[config.mk]
export PLATFORM = sky130hd
export DESIGN_NAME = cmd_pacer
export DESIGN_NICKNAME = d
export VERILOG_FILES = /design/src/rtl/cmd_pacer.sv
export SDC_FILE = /design/constraint.sdc
export NUM_CORES = 1
export LEC_CHECK = 0
export BUFFER_PORTS_ARGS = -buffer_cell sky130_fd_sc_hd__buf_2
export CORE_ASPECT_RATIO = 1.1
export CORE_MARGIN = 5
export CORE_UTILIZATION = 50
export CTS_CLUSTER_DIAMETER = 150
export DETAILED_ROUTE_END_ITERATION = 7
export PLACE_DENSITY = 0.75
export REMOVE_ABC_BUFFERS = 1
export SETUP_SLACK_MARGIN = 0.15
export SYNTH_ARGS = -nofsm -noshare
export SYNTH_HDL_FRONTEND = slang
export SYNTH_SLANG_ARGS = --single-unit
[constraint.sdc]
create_clock -name clk -period 1.9 [get_ports clk]
set_clock_uncertainty 0.2 [all_clocks]
set_input_delay 0.19 -clock clk [delete_from_list [all_inputs] [get_ports clk]]
set_output_delay 0.19 -clock clk [all_outputs]
set_load 0.02 [all_outputs]
[src/rtl/cmd_pacer.sv]
module cmd_pacer #(
  parameter int CLK_HZ   = 50_000_000,
  parameter int GUARD_MS = 10,
  parameter int ECHO_MS  = 100,
  parameter int RESP_MS  = 1200
) (
  input  logic       clk,
  input  logic       rst_n,
  input  logic       cmd_valid,
  input  logic [1:0] cmd_op,
  output logic       cmd_ready,
  output logic       tx_valid,
  output logic [7:0] tx_data,
  input  logic       tx_ready,
  input  logic       rx_valid,
  input  logic [7:0] rx_data,
  output logic       resp_valid,
  output logic [7:0] resp_data,
  output logic       resp_last,
  output logic       done,
  output logic       err
);
  localparam int PER_MS    = CLK_HZ / 1000;
  localparam int GUARD_CYC = PER_MS * GUARD_MS;
  localparam int ECHO_CYC  = PER_MS * ECHO_MS;
  localparam int RESP_CYC  = PER_MS * RESP_MS;
  localparam int MAX_A     = (GUARD_CYC > ECHO_CYC) ? GUARD_CYC : ECHO_CYC;
  localparam int MAX_CYC   = (MAX_A > RESP_CYC) ? MAX_A : RESP_CYC;
  localparam int TW        = $clog2(MAX_CYC + 1);
  localparam logic [TW-1:0] GUARD_END = TW'(GUARD_CYC - 1);
  localparam logic [TW-1:0] ECHO_END  = TW'(ECHO_CYC - 1);
  localparam logic [TW-1:0] RESP_END  = TW'(RESP_CYC - 1);
  localparam logic [7:0] CR = 8'h0D;

  typedef enum logic [2:0] {S_IDLE, S_SEND, S_ECHO, S_GUARD, S_RESP} st_t;

  st_t           st;
  logic [1:0]    op;
  logic          second;
  logic [TW-1:0] tmr;
  logic [3:0]    rcnt;
  logic          done_q, err_q;
  logic [7:0]    letter, tx_byte;
  logic [3:0]    need;

  assign letter  = (op == 2'd0) ? 8'h67 : (op == 2'd1) ? 8'h68 : 8'h6F;
  assign tx_byte = second ? CR : letter;
  assign need    = (op == 2'd2) ? 4'd15 : 4'd2;

  assign cmd_ready  = (st == S_IDLE);
  assign tx_valid   = (st == S_SEND);
  assign tx_data    = tx_byte;
  assign resp_valid = (st == S_RESP) && rx_valid;
  assign resp_data  = rx_data;
  assign resp_last  = resp_valid && (rcnt == need - 4'd1);
  assign done       = done_q;
  assign err        = err_q;

  always_ff @(posedge clk) begin
    if (!rst_n) begin
      st     <= S_IDLE;
      op     <= 2'd0;
      second <= 1'b0;
      tmr    <= '0;
      rcnt   <= '0;
      done_q <= 1'b0;
      err_q  <= 1'b0;
    end else begin
      done_q <= 1'b0;
      err_q  <= 1'b0;
      tmr    <= tmr + 1'b1;
      case (st)
        S_IDLE:
          if (cmd_valid) begin
            if (cmd_op == 2'd3) err_q <= 1'b1;
            else begin
              op     <= cmd_op;
              second <= 1'b0;
              st     <= S_SEND;
            end
          end
        S_SEND:
          if (tx_ready) begin
            st  <= S_ECHO;
            tmr <= '0;
          end
        S_ECHO:
          if (rx_valid) begin
            tmr <= '0;
            if (rx_data[3:0] != tx_byte[3:0]) begin
              err_q <= 1'b1;
              st    <= S_IDLE;
            end else if (!second || op == 2'd1) begin
              st <= S_GUARD;
            end else begin
              rcnt <= '0;
              st   <= S_RESP;
            end
          end else if (tmr == ECHO_END) begin
            err_q <= 1'b1;
            st    <= S_IDLE;
          end
        S_GUARD:
          if (tmr == GUARD_END) begin
            if (!second) begin
              second <= 1'b1;
              st     <= S_SEND;
            end else begin
              done_q <= 1'b1;
              st     <= S_IDLE;
            end
          end
        S_RESP:
          if (rx_valid) begin
            tmr  <= '0;
            rcnt <= rcnt + 4'd1;
            if (rcnt == need - 4'd1) begin
              done_q <= 1'b1;
              st     <= S_IDLE;
            end
          end else if (tmr == RESP_END) begin
            err_q <= 1'b1;
            st    <= S_IDLE;
          end
        default: st <= S_IDLE;
      endcase
    end
  end
endmodule

; Yosys cells after proc, flatten, opt, wreduce, memory -nomap -nowiden
; Index checks and enable logic that the tools add are counted.
[op_classes]
add_sub_neg = 3
n_eq_ne = 23
mux = 42
bitwise = 1
reduce_logical = 13
[ops]
columns = op, count
row1 = $mux W26, 2
row2 = $pmux W26 S2, 1
row3 = $mux W3, 12
row4 = $add A26 B1 Y26 const B, 1
row5 = $eq A26 B19 Y1 const B, 1
row6 = $eq A26 B23 Y1 const B, 1
row7 = $eq A26 B26 Y1 const B, 1
row8 = $mux W4, 6
row9 = $mux W1, 15
row10 = $pmux W3 S5, 1
row11 = $ne A2 B2 Y1 const B, 7
row12 = $pmux W4 S2, 1
row13 = $mux W7, 1
row14 = $reduce_and A7 Y1, 1
row15 = $eq A3 B2 Y1 const B, 2
row16 = $ne A3 B2 Y1 const B, 2
row17 = $reduce_and A5 Y1, 1
row18 = $add A4 B1 Y4 const B, 1
row19 = $eq A2 B2 Y1 const B, 2
row20 = $eq A4 B4 Y1, 1
row21 = $ne A4 B4 Y1, 1
row22 = $pmux W1 S2, 2
row23 = $reduce_and A4 Y1, 1
row24 = $reduce_bool A2 Y1, 2
row25 = 15 further kinds, 16
[totals]
ff_bits = 38
output_inout_bits = 22

; Longest topological paths before layout
; Gate-level depths: netlist (run 1).
[logic_depth]
word_depth = 8
mapped_depth = 8

; Least setup slack after synthesis (run 1)
; OpenSTA, ideal clock, no wires.
[synth_timing]
kind = register to register
startpoint = register st[0]
endpoint = register st[1]
arrival_time_ns = 1.760
required_time_ns = 1.571
slack_ns = -0.189
stages_incl_launch_ff = 7
synth_period_minus_slack_ns = 2.089
path_cell_list = dfxtp_1 clkbuf_1 nor3b_1 a22oi_1 o21ai_0 nor4_1 mux2i_1
[synth_via]
elab_chain_cells = 3
word_cells_on_any_way = 14
[synth_rtl]
columns = item, line_no
row1 = "start, declared", 37  ; st_t st;
row2 = "start signal, assigned", 61  ; st <= S_IDLE;
row3 = "start signal, assigned", 79  ; st <= S_SEND;
row4 = "start signal, assigned", 84  ; st <= S_ECHO;
row5 = $eq A3 B1 Y1 (*), n/a
row6 = net tx_valid, 12  ; output logic tx_valid,
row7 = $ne A2 B1 Y1 (no line), n/a
row8 = $reduce_and A7 Y1 (no line), n/a
; Mark *: on every way through the listed nets, which the timed path passes. The rest lies on a longest branch.
; A chain may end at the register's enable or synchronous reset.

; Worst setup path after layout (run 1)
[layout_timing]
startpoint = register tmr[12]
endpoint = register err_q, in the netlist err
[layout_via]
elab_chain_cells = 4
word_cells_on_any_way = 7
[layout_rtl]
columns = item, line_no
row1 = "start, declared", 40  ; logic [TW-1:0] tmr;
row2 = "start signal, assigned", 71  ; tmr <= tmr + 1'b1;
row3 = $eq A26 B26 Y1 / $eq A26 B23 Y1 (equally long branches), "121, 99"
row4 = $mux W1 (on tied branches), "121, 99"
row5 = $mux W1 (on tied branches), "114, 88"
row6 = $pmux W1 S3 (*), 72  ; case (st)
row7 = "end signal, assigned", 70  ; err_q <= 1'b0;
row8 = "end signal, assigned", 75  ; if (cmd_op == 2'd3) err_q <= 1'b1;
row9 = "end signal, assigned", 122  ; err_q <= 1'b1;
row10 = "end, declared", 42  ; logic done_q, err_q;
; Mark *: on every way between the ends. The rest lies on a longest branch, timed or not.

==> impl_results.md, run 1 <==
* Final WS setup at -443 ps
* Placed cell area at 0.00260 sq mm
* Pwr Total at 2510 uW
* Vias in the first global route at 2387
* Clock Tree Root: clkbuf_8
* Crit-path max FO at 4
* DR WL/cell at 21.8 microns
* Initial Utilization at 0.525
* Minimum clock period at 2340 ps
* Final slew viol count at 0
* Share of cells above drive strength 1 at 0.551
* Layout Nets at 381
* Via count at 2593
* Max frequency at 427 MHz
* Hold Vio Cnt, Final at 0
* Maximum vdd drop at 0.599 mV
* Startpoint types: flip-flop
* Core area at 0.00402 sq mm
* Ys flop type: dfxtp_1
* Power Internal at 1620 uW
* DRC Markers at 0
* I/O Pins at 37
* Antenna viol nets, final at 0
* Placed Cells at 379
* # clock sinks at 38
* Clock power frac at 0.238
* Combinational share of power at 0.395
* GRT Total Usage at 0.255
* Final Non-Filler Cells at 417
* GP Congestion at 0.890
* GRT Residual Overflow at 0
* Initial DRC Count at 310
* Largest net degree at the start of global routing at 14
* Register area share after synthesis at 0.360
* Kind of critical path: reg2reg
* CP endpoint kind: flip-flop
* Hold Path Class: in2reg
* Syn_area_per_cell at 7.91 sq um
* Total CTS buffers at 5
* Routed Wire Length at 9070 microns
* Die span in x at 72.0 microns
* Data required time of the critical path at 1960 ps
* Yosys cell types at 48
* Vias per cell at 6.22
* Final Setup Violations at 20
* Switch share at 0.354
* Number of flops mapped to enable cells by yosys at 0
* DIE AREA at 0.00562 sq mm
* P&R area growth vs syn at 64.7%
* Clk_lat worst skew at 310 ps
* DPL Wire Length at 4060 microns
* Cell count after synthesis at 267
* Pwr/cell area at 721 mW/mm^2
* Antenna diodes at 0
* Mapped cell area at 0.00211 sq mm
* TritonCTS clock tree: done
* Critical path arrival at 2400 ps
* Crit share post-route at 1.23
* Die Height at 78.1 microns
* Synth Register Bits at 38
* Static Leakage at 0.00141 uW
* Max_cap viols at 0
* Rows at 24
* Clock transition at path regs at 80 ps
* Status: finished, violations left
* Final instance area at 0.00348 sq mm
* Max clock buf depth at 2
* Share of power burned in registers at 0.367
* Most frequent cells in the layout: buf_4 (64), nand2_1 (26), dfxtp_1 (26)
* Antenna violations before repair at 0
* Switching pwr at 887 uW
* Input/output buffers at 26
* First-pass GRT wire length at 11300 microns
* Async S/R FF share, synth at 0
* RSZ-0062 raised after global routing: true
* Failing checks: setup timing
* H-tree levels at 2
* Ys Warns at 0
* DRT Pass-1 Iters at 5
* Commonest non-fill, non-tap cell in the layout: buf_4
* Post-layout util at 0.864
path summary, 6_finish.rpt:
check	from	end	slack [ps]	cells past startpoint
setup / recovery	tmr[12]	err	-440	7
hold / removal	rx_valid	rcnt[2]	160	3
hold reg to reg	rcnt[3]	rcnt[3]	330	2
setup reg to reg	tmr[12]	err	-440	7
state kept, by name, indices dropped and copies added, names as in the netlist:
register	count
err	1
done	1
st	3
second	1
rcnt	4
tmr	26
op	2
cell families (layout without fill, tap and decap cells):
logic type / Yosys count / in the layout / share of synthesized area
compound gates: 28 / 28 / 0.0860
fa+ha+maj: 2 / 2 / 0.0119
other cells: 1 / 2 / 0.00178
mux: 3 / 3 / 0.0142
flops: 38 / 38 / 0.360
simple gates: 144 / 144 / 0.357
xor+xnor: 24 / 24 / 0.0996
buf+inv: 27 / 124 / 0.0694
critical path, stage by stage (launching register included):
cell	delay, ps
dfxtp_1	370
nor3_1	340
and3_4	250
nand4_1	140
o31ai_2	300
a21oi_2	80
a2111oi_4	450
buf_4	180
power by group through the flow:
| stage | Combinational, uW | Sequential [uW] | Clock, uW |
|---|---|---|---|
| 2_1_floorplan | 295 | 904 | 0 |
| 3_3_place_gp | 552 | 902 | 0 |
| 3_5_place_dp | 557 | 904 | 0 |
| 4_1_cts | 788 | 914 | 587 |
| 5_1_grt | 1040 | 924 | 640 |
| 6_report | 989 | 919 | 598 |
synthesized netlist by cell type (2+ instances only):
master    count  area, sq um
a21oi_1      10         50.1
and2_1        3         18.8
and3_1        3         18.8
and3_2        2         15.0
and4_1        2         17.5
buf_4        12         90.1
clkbuf_1      8         30.0
dfxtp_1      38          761
ha_1          2         25.0
inv_1         7         26.3
mux2i_1       3         30.0
nand2_1      30          113
nand2b_1      2         12.5
nand3_1      10         50.1
nand3b_1      2         15.0
nand4_1       7         43.8
nand4b_1      4         35.0
nor2_1       40          150
nor2_2        6         37.5
nor2b_1       3         18.8
nor3_1       10         50.1
nor3b_1       4         30.0
nor4_1        6         37.5
nor4b_1       2         17.5
o211ai_1      2         15.0
o21ai_0       4         20.0
or2_2         2         12.5
xnor2_1      11         96.3
xor2_1       13          114
layout make-up:
type | instances | area [sq um]
Clock buffer | 7 | 86.3
Clock inverter | 1 | 5.00
Fill cell | 187 | 548
Inverter | 7 | 28.8
Multi-Input combinational cell | 203 | 1630
Sequential cell | 38 | 788
Tap cell | 52 | 65.1
Timing Repair Buffer | 109 | 873
metal layers:
| metal | share of wire | vias to the layer above | wire length, microns | GRT usage |
|---|---|---|---|---|
| met5 | 0 | - | 0 | 0 |
| met4 | 0.079 | 0 | 716 | 0.124 |
| met3 | 0.085 | 79 | 774 | 0.0562 |
| met2 | 0.49 | 203 | 4440 | 0.473 |
| met1 | 0.35 | 1200 | 3140 | 0.267 |
| li1 | - | 1111 | - | - |
stage by stage:
step,hold WS (ps),TNS (ps),setup slack (ps)
3_3_place_gp,180,-690,-133
5_1_grt,180,-4410,-485
2_1_floorplan,97.3,-8520,-332
4_1_cts,73.8,-427,-107
6_report,159,-2310,-443
3_5_place_dp,180,-998,-226
timing repair:
item / 4_1_cts / 5_1_grt
endpoints found under the hold margin: 4 / 0
cloned: 2 / 1
hold buffers: 3 / 0
buffers inserted: 13 / 11
pin swaps: 17 / 30
endpoints found under the setup margin: 38 / 43
gates resized for setup: 70 / 62
Power figures use the tool's default switching activity.
==> inputs of run 2 (changes only) <==
--- a/config.mk
+++ b/config.mk
@@ -11,9 +11,10 @@
 export CORE_UTILIZATION = 50
 export CTS_CLUSTER_DIAMETER = 150
 export DETAILED_ROUTE_END_ITERATION = 7
-export PLACE_DENSITY = 0.75
+export PLACE_DENSITY = 0.71
+export RECOVER_POWER = 100
 export REMOVE_ABC_BUFFERS = 1
-export SETUP_SLACK_MARGIN = 0.15
+export SETUP_SLACK_MARGIN = 0.5
 export SYNTH_ARGS = -nofsm -noshare
 export SYNTH_HDL_FRONTEND = slang
 export SYNTH_SLANG_ARGS = --single-unit
==> run 2 against run 1 <==
Effect of this change: the run still ends with setup timing left; sequential share of layout area fell by 0.69 points; die area did not move; routed wire length fell by 6.9%; combinational power rose by 15%; global-route usage fell by 1.9 points; critical path depth did not move; register-to-register slack improved by 150 ps; sequential power rose by 2%; sequential cell count did not move; fmax rose by 6.7%; first-iteration DRC count fell by 42%; power rose by 5.8%; highest routed layer unchanged.
==> impl_results.md, run 2 (synthesis gave the netlist of run 1 again) <==
* Status: finished, violations left (unchanged)
* Failing checks: setup timing (unchanged)
* FF-to-FF path depth at 7 (unchanged)
* TritonCTS clock tree: done (unchanged)
* Input/output buffers at 26 (unchanged)
* Max reg flops at 26 (unchanged)
* Register Area at 782 sq um (was 788 sq um)
* # clock sinks at 38 (unchanged)
* Startpoint types: flip-flop (unchanged)
* Clock transition at path regs at 80 ps (about the same)
* Maximum vdd drop at 0.655 mV (was 0.599 mV)
* Max clock buf depth at 2 (unchanged)
* Core area at 0.00402 sq mm (unchanged)
* Critical Path Max Stage Delay at 390 ps (was 450 ps)
* Crit share post-route at 1.16 (was 1.23)
* Commonest non-fill, non-tap cell in the layout: buf_4 (unchanged)
* GP Congestion at 0.837 (was 0.890)
* Footprint of the multi-input gates at 0.00165 sq mm (was 0.00163 sq mm)
* Initial DRC Count at 180 (was 310)
* GRT busiest layer: met2 (unchanged)
* Initial Utilization at 0.525 (unchanged)
* Critical path arrival at 2210 ps (was 2400 ps)
* Final Non-Filler Cells at 416 (was 417)
* Slowest cell on the critical path: nor4_1 (was a2111oi_4)
* Antenna violations before repair at 0 (unchanged)
* I/O Pins at 37 (unchanged)
* FF-to-FF End: st[1] (was err)
* Via count at 2543 (was 2593)
* Crit-path max FO at 6 (was 4)
* Met2 Use GR at 0.429 (was 0.473)
* HP Start: rst_n (was rx_valid)
* First-pass GRT wire length at 10600 microns (was 11300 microns)
* Most frequent cells in the layout: buf_4 (56), dfxtp_1 (29), buf_6 (26) (was buf_4 (64), nand2_1 (26), dfxtp_1 (26))
* Pwr/cell area at 745 mW/mm^2 (was 721 mW/mm^2)
* Layout Nets at 380 (was 381)
* DRT Pass-1 Iters at 4 (was 5)
* DRC Markers at 0 (unchanged)
* Crit Reg-Reg Startpoint: tmr[5] (was tmr[12])
* Vias in the first global route at 2372 (was 2387)
* Met3 Use GR at 0.0536 (was 0.0562)
* Final Setup Violations at 15 (was 20)
* Final WS setup at -295 ps (was -443 ps)
* DPL Wire Length at 3940 microns (was 4060 microns)
* Hold path cells at 2 (was 3)
* Hold Path Class: in2reg (unchanged)
* Fillers at 187 (unchanged)
* Die span in x at 72.0 microns (unchanged)
* Antenna viol nets, final at 0 (unchanged)
* Share of cells above drive strength 1 at 0.519 (was 0.551)
* Pwr Total at 2650 uW (was 2510 uW)
* CP endpoint kind: flip-flop (unchanged)
* Biggest regs: tmr: 26 flops, rcnt: 4 flops, st: 3 flops (unchanged)
* Static Leakage at 0.00142 uW (was 0.00141 uW)
* Max_cap viols at 0 (unchanged)
* CP cell instances: buf_4 -> nor4_1 -> nand2_1 -> nor3_2 -> nor2_1 -> nor4_2 -> mux2i_1 (was nor3_1 -> and3_4 -> nand4_1 -> o31ai_2 -> a21oi_2 -> a2111oi_4 -> buf_4)
* P&R area growth vs syn at 68.5% (was 64.7%)
* Hold Vio Cnt, Final at 0 (unchanged)
* GRT Residual Overflow at 0 (unchanged)
* Rows at 24 (unchanged)
* DR WL/cell at 20.3 microns (was 21.8 microns)
* Biggest register: tmr (unchanged)
* Kind of critical path: reg2reg (unchanged)
* Clk_lat worst skew at 290 ps (was 310 ps)
* Clock Tree Root: clkbuf_8 (unchanged)
* Vias per cell at 6.11 (was 6.22)
* Crit path from: tmr[5] (was tmr[12])
* H-tree levels at 2 (unchanged)
* Routed Wire Length at 8450 microns (was 9070 microns)
* RSZ-0062 raised after global routing: true (unchanged)
* M1 GR Usage at 0.236 (was 0.267)
* Placed Cells at 381 (was 379)
* DIE AREA at 0.00562 sq mm (unchanged)
* GRT Total Usage at 0.236 (was 0.255)
* Data required time of the critical path at 1920 ps (was 1960 ps)
* Total CTS buffers at 5 (unchanged)
* Largest net degree at the start of global routing at 27 (was 14)
* Hold slack at 35.3 ps (was 159 ps)
* R2r setup slk at -300 ps (was -440 ps)
* Die Height at 78.1 microns (unchanged)
* Antenna diodes at 0 (unchanged)
* Final slew viol count at 0 (unchanged)
* Worst Hold Path EP: second (was rcnt[2])
* Max frequency at 456 MHz (was 427 MHz)
* Minimum clock period at 2200 ps (was 2340 ps)
run 2: repair_timing:
item,in CTS,in global routing
gates resized for setup,94,76
buffers inserted,7,14
hold endpoints to repair,3,0
gates cloned,0,3
endpoints found under the setup margin,48,48
pin swaps,12,35
hold buffers,3,0
run 2: critical path, delay by kind of cell, from the launching register on:
kind | cells | cell delay, ps
muxes | 1 | 230
and+or+nand+nor | 5 | 1200
DFF | 1 | 330
buffers and inverters | 1 | 160
run 2: where the power goes:
part | internal (uW) | switching, uW | total, uW
Combinational | 591 | 552 | 1140
Sequential | 853 | 80.0 | 933
Clock | 293 | 282 | 574
run 2: layout make-up:
class,instances,share of cell area
inverters,7,0.0130
well taps,52,0.0183
clock buffers,7,0.0243
repair buffers,108,0.260
clock inverters,1,0.00141
multi-input cells,203,0.463
flip-flops and latches,38,0.220
run 2: layer usage:
metal  wire length (microns)  vias up
met5                       0        -
li1                        -     1110
met1                    2910     1241
met3                     407       58
met2                    4520      134
met4                     619        0
run 2: worst max-delay path by stage:
| stage | to | slack [ps] | depth (start not counted) |
|---|---|---|---|
| 6_report | st[1] | -300 | 7 |
| 3_5_place_dp | err | -210 | 7 |
| 4_1_cts | tmr[21] | -80 | 6 |
| 3_3_place_gp | err | -220 | 7 |
| 5_1_grt | st[1] | -380 | 7 |
| 2_1_floorplan | tmr[10] | -330 | 4 |
run 2: through the flow:
stage	setup WS, ps	setup TNS [ps]	cell area, sq um	utilization
after detailed placement	-214	-985	2620	0.650
after floorplan	-332	-8520	1990	-
final	-295	-1730	3560	0.884
after global placement	-222	-721	2620	0.650
after CTS	-81.6	-273	3140	0.780
after global routing	-377	-2930	3560	0.884
==> inputs of run 3 (changes only) <==
--- a/config.mk
+++ b/config.mk
@@ -6,15 +6,17 @@
 export NUM_CORES = 1
 export LEC_CHECK = 0
 export BUFFER_PORTS_ARGS = -buffer_cell sky130_fd_sc_hd__buf_2
+export CAP_MARGIN = 25
 export CORE_ASPECT_RATIO = 1.1
 export CORE_MARGIN = 5
-export CORE_UTILIZATION = 50
+export CORE_UTILIZATION = 25
 export CTS_CLUSTER_DIAMETER = 150
 export DETAILED_ROUTE_END_ITERATION = 7
-export PLACE_DENSITY = 0.71
+export PLACE_DENSITY = 0.39
 export RECOVER_POWER = 100
 export REMOVE_ABC_BUFFERS = 1
 export SETUP_SLACK_MARGIN = 0.5
+export SKIP_CTS_REPAIR_TIMING = 1
 export SYNTH_ARGS = -nofsm -noshare
 export SYNTH_HDL_FRONTEND = slang
 export SYNTH_SLANG_ARGS = --single-unit
==> run 3 against run 2 <==
Effect of this change: the flow finishes with violations (hold timing, setup timing); cell count increased by 11%; global-route usage down 12 points; sequential cell count stayed put; register-to-register slack gained 180 ps; die area up 85%; routed wire length fell by 25%; hold slack lost 45 ps; sequential power about the same; fmax increased by 8.8%; combinational power fell by 35%; critical path type unchanged; largest power group is now registers.
==> impl_results.md, run 3 (synthesis gave the netlist of run 1 again) <==
* Max reg flops at 26 (unchanged)
* Max frequency at 496 MHz (was 456 MHz)
* Maximum vdd drop at 0.271 mV (was 0.655 mV)
* WP depth at 6 (was 7)
* Startpoint types: flip-flop (unchanged)
* Critical path arrival at 2000 ps (was 2210 ps)
* P&R area growth vs syn at 53.3% (was 68.5%)
* Max clock buf depth at 2 (unchanged)
* I/O Pins at 37 (unchanged)
* Placed cell area at 0.00272 sq mm (was 0.00262 sq mm)
* Slowest cell on the critical path: or3_4 (was nor4_1)
* # clock sinks at 38 (unchanged)
* RSZ-0062 raised after global routing: true (unchanged)
* Die Height at 106 microns (was 78.1 microns)
* Biggest regs: tmr: 26 flops, rcnt: 4 flops, st: 3 flops (unchanged)
* Critical Path Max Stage Delay at 450 ps (was 390 ps)
* Die span in x at 97.6 microns (was 72.0 microns)
* Vias in the first global route at 2065 (was 2372)
* FF-to-FF path depth at 6 (was 7)
* Hold path cells at 3 (was 2)
* CP endpoint kind: flip-flop (unchanged)
* GRT Total Usage at 0.116 (was 0.236)
* Layout Nets at 365 (was 380)
* Largest net degree at the start of global routing at 27 (unchanged)
* Setup TNS Final at -482 ps (was -1730 ps)
* Final instance area at 0.00324 sq mm (was 0.00356 sq mm)
* Minimum clock period at 2020 ps (was 2200 ps)
* Final Setup Violations at 8 (was 15)
* H-tree levels at 2 (unchanged)
* Antenna viol nets, final at 0 (unchanged)
* GRT Residual Overflow at 0 (unchanged)
* TritonCTS clock tree: done (unchanged)
* DRT Pass-1 Iters at 4 (unchanged)
* Clk_lat worst skew at 290 ps (about the same)
* Failing checks: hold timing, setup timing (was setup timing)
* DIE AREA at 0.0104 sq mm (was 0.00562 sq mm)
* Pwr/cell area at 699 mW/mm^2 (was 745 mW/mm^2)
* Kind of critical path: reg2reg (unchanged)
* Pwr Total at 2260 uW (was 2650 uW)
* Crit-path max FO at 4 (was 6)
* Share of cells above drive strength 1 at 0.470 (was 0.519)
* Input/output buffers at 26 (unchanged)
* Clock Tree Root: clkbuf_8 (unchanged)
* Max_cap viols at 0 (unchanged)
* Vias per cell at 4.64 (was 6.11)
* Hold slack at -9.28 ps (was 35.3 ps)
* Commonest non-fill, non-tap cell in the layout: buf_4 (unchanged)
* Via count at 2134 (was 2543)
* Most frequent cells in the layout: buf_4 (61), nor2_1 (34), nand2_1 (26) (was buf_4 (56), dfxtp_1 (29), buf_6 (26))
* Hold Vio Cnt, Final at 1 (was 0)
* CP cell instances: and4_4 -> or3b_4 -> or3_4 -> nor2_4 -> xnor2_2 -> nor2_2 (was buf_4 -> nor4_1 -> nand2_1 -> nor3_2 -> nor2_1 -> nor4_2 -> mux2i_1)
* Antenna diodes at 0 (unchanged)
* DR WL/cell at 13.7 microns (was 20.3 microns)
* Antenna violations before repair at 0 (unchanged)
* Clock transition at path regs at 80 ps (about the same)
* Core area at 0.00832 sq mm (was 0.00402 sq mm)
* Final slew viol count at 0 (unchanged)
* Hold Path Class: in2reg (unchanged)
* DRC Markers at 0 (unchanged)
* Worst path bufs/invs at 0 (was 1)
* Static Leakage at 0.00129 uW (was 0.00142 uW)
* Routed Wire Length at 6320 microns (was 8450 microns)
* Rows at 35 (was 24)
* Biggest register: tmr (unchanged)
* Status: finished, violations left (unchanged)
* CP delay by family, top: simple AND/OR/NAND/NOR gates (unchanged)
* DPL Wire Length at 4690 microns (was 3940 microns)
* Initial Utilization at 0.254 (was 0.525)
* First-pass GRT wire length at 9920 microns (was 10600 microns)
* Final WS setup at -118 ps (was -295 ps)
* Crit share post-route at 1.06 (was 1.16)
* Fillers at 880 (was 187)
* Total CTS buffers at 5 (unchanged)
* GP Congestion at 0.777 (was 0.837)
* Initial DRC Count at 51 (was 180)
* Data required time of the critical path at 1880 ps (was 1920 ps)
run 3: final timing paths:
check | start | to | slack, ps
worst max-delay path | tmr[6] | tmr[21] | -120
worst max register to register | tmr[6] | tmr[21] | -120
worst min-delay path | cmd_op[1] | op[1] | -9
worst min register to register | tmr[0] | tmr[0] | 240
run 3: layout make-up:
cell class,instances,area (sq um),share of cell area
Clock inverter,1,5.00,0.00155
Multi-Input combinational cell,203,1480,0.456
Clock buffer,7,86.3,0.0267
Inverter,7,31.3,0.00967
Sequential cell,38,785,0.242
Timing Repair Buffer,93,713,0.220
Tap cell,111,139,0.0429
run 3: metrics by stage:
stage / hold slack (ps) / cells / worst slack (ps) / utilization
3_5_place_dp: 180 / 444 / -272 / 0.327
3_3_place_gp: 180 / 444 / -198 / 0.327
2_1_floorplan: 97.3 / 248 / -332 / -
4_1_cts: -18.6 / 452 / -289 / 0.338
5_1_grt: 8.28 / 460 / -187 / 0.389
6_report: -9.28 / 460 / -118 / 0.389
run 3: worst min-delay path: stages:
cell and delay (ps):
buf_2 100, mux2i_1 80, nor2_1 80
run 3: report_power, final:
group          switching [uW]  total, uW  internal (uW)
registers                81.4        932            850
logic                     373        745            373
clock network             293        586            293
total                     747       2260           1520
run 3: layer usage:
metal	vias to the layer above	wire (microns)	global-route usage
li1	1081	-	-
met1	998	2710	0.135
met2	47	3240	0.212
met3	8	299	0.0289
met4	0	77	0.0307
met5	-	0	0
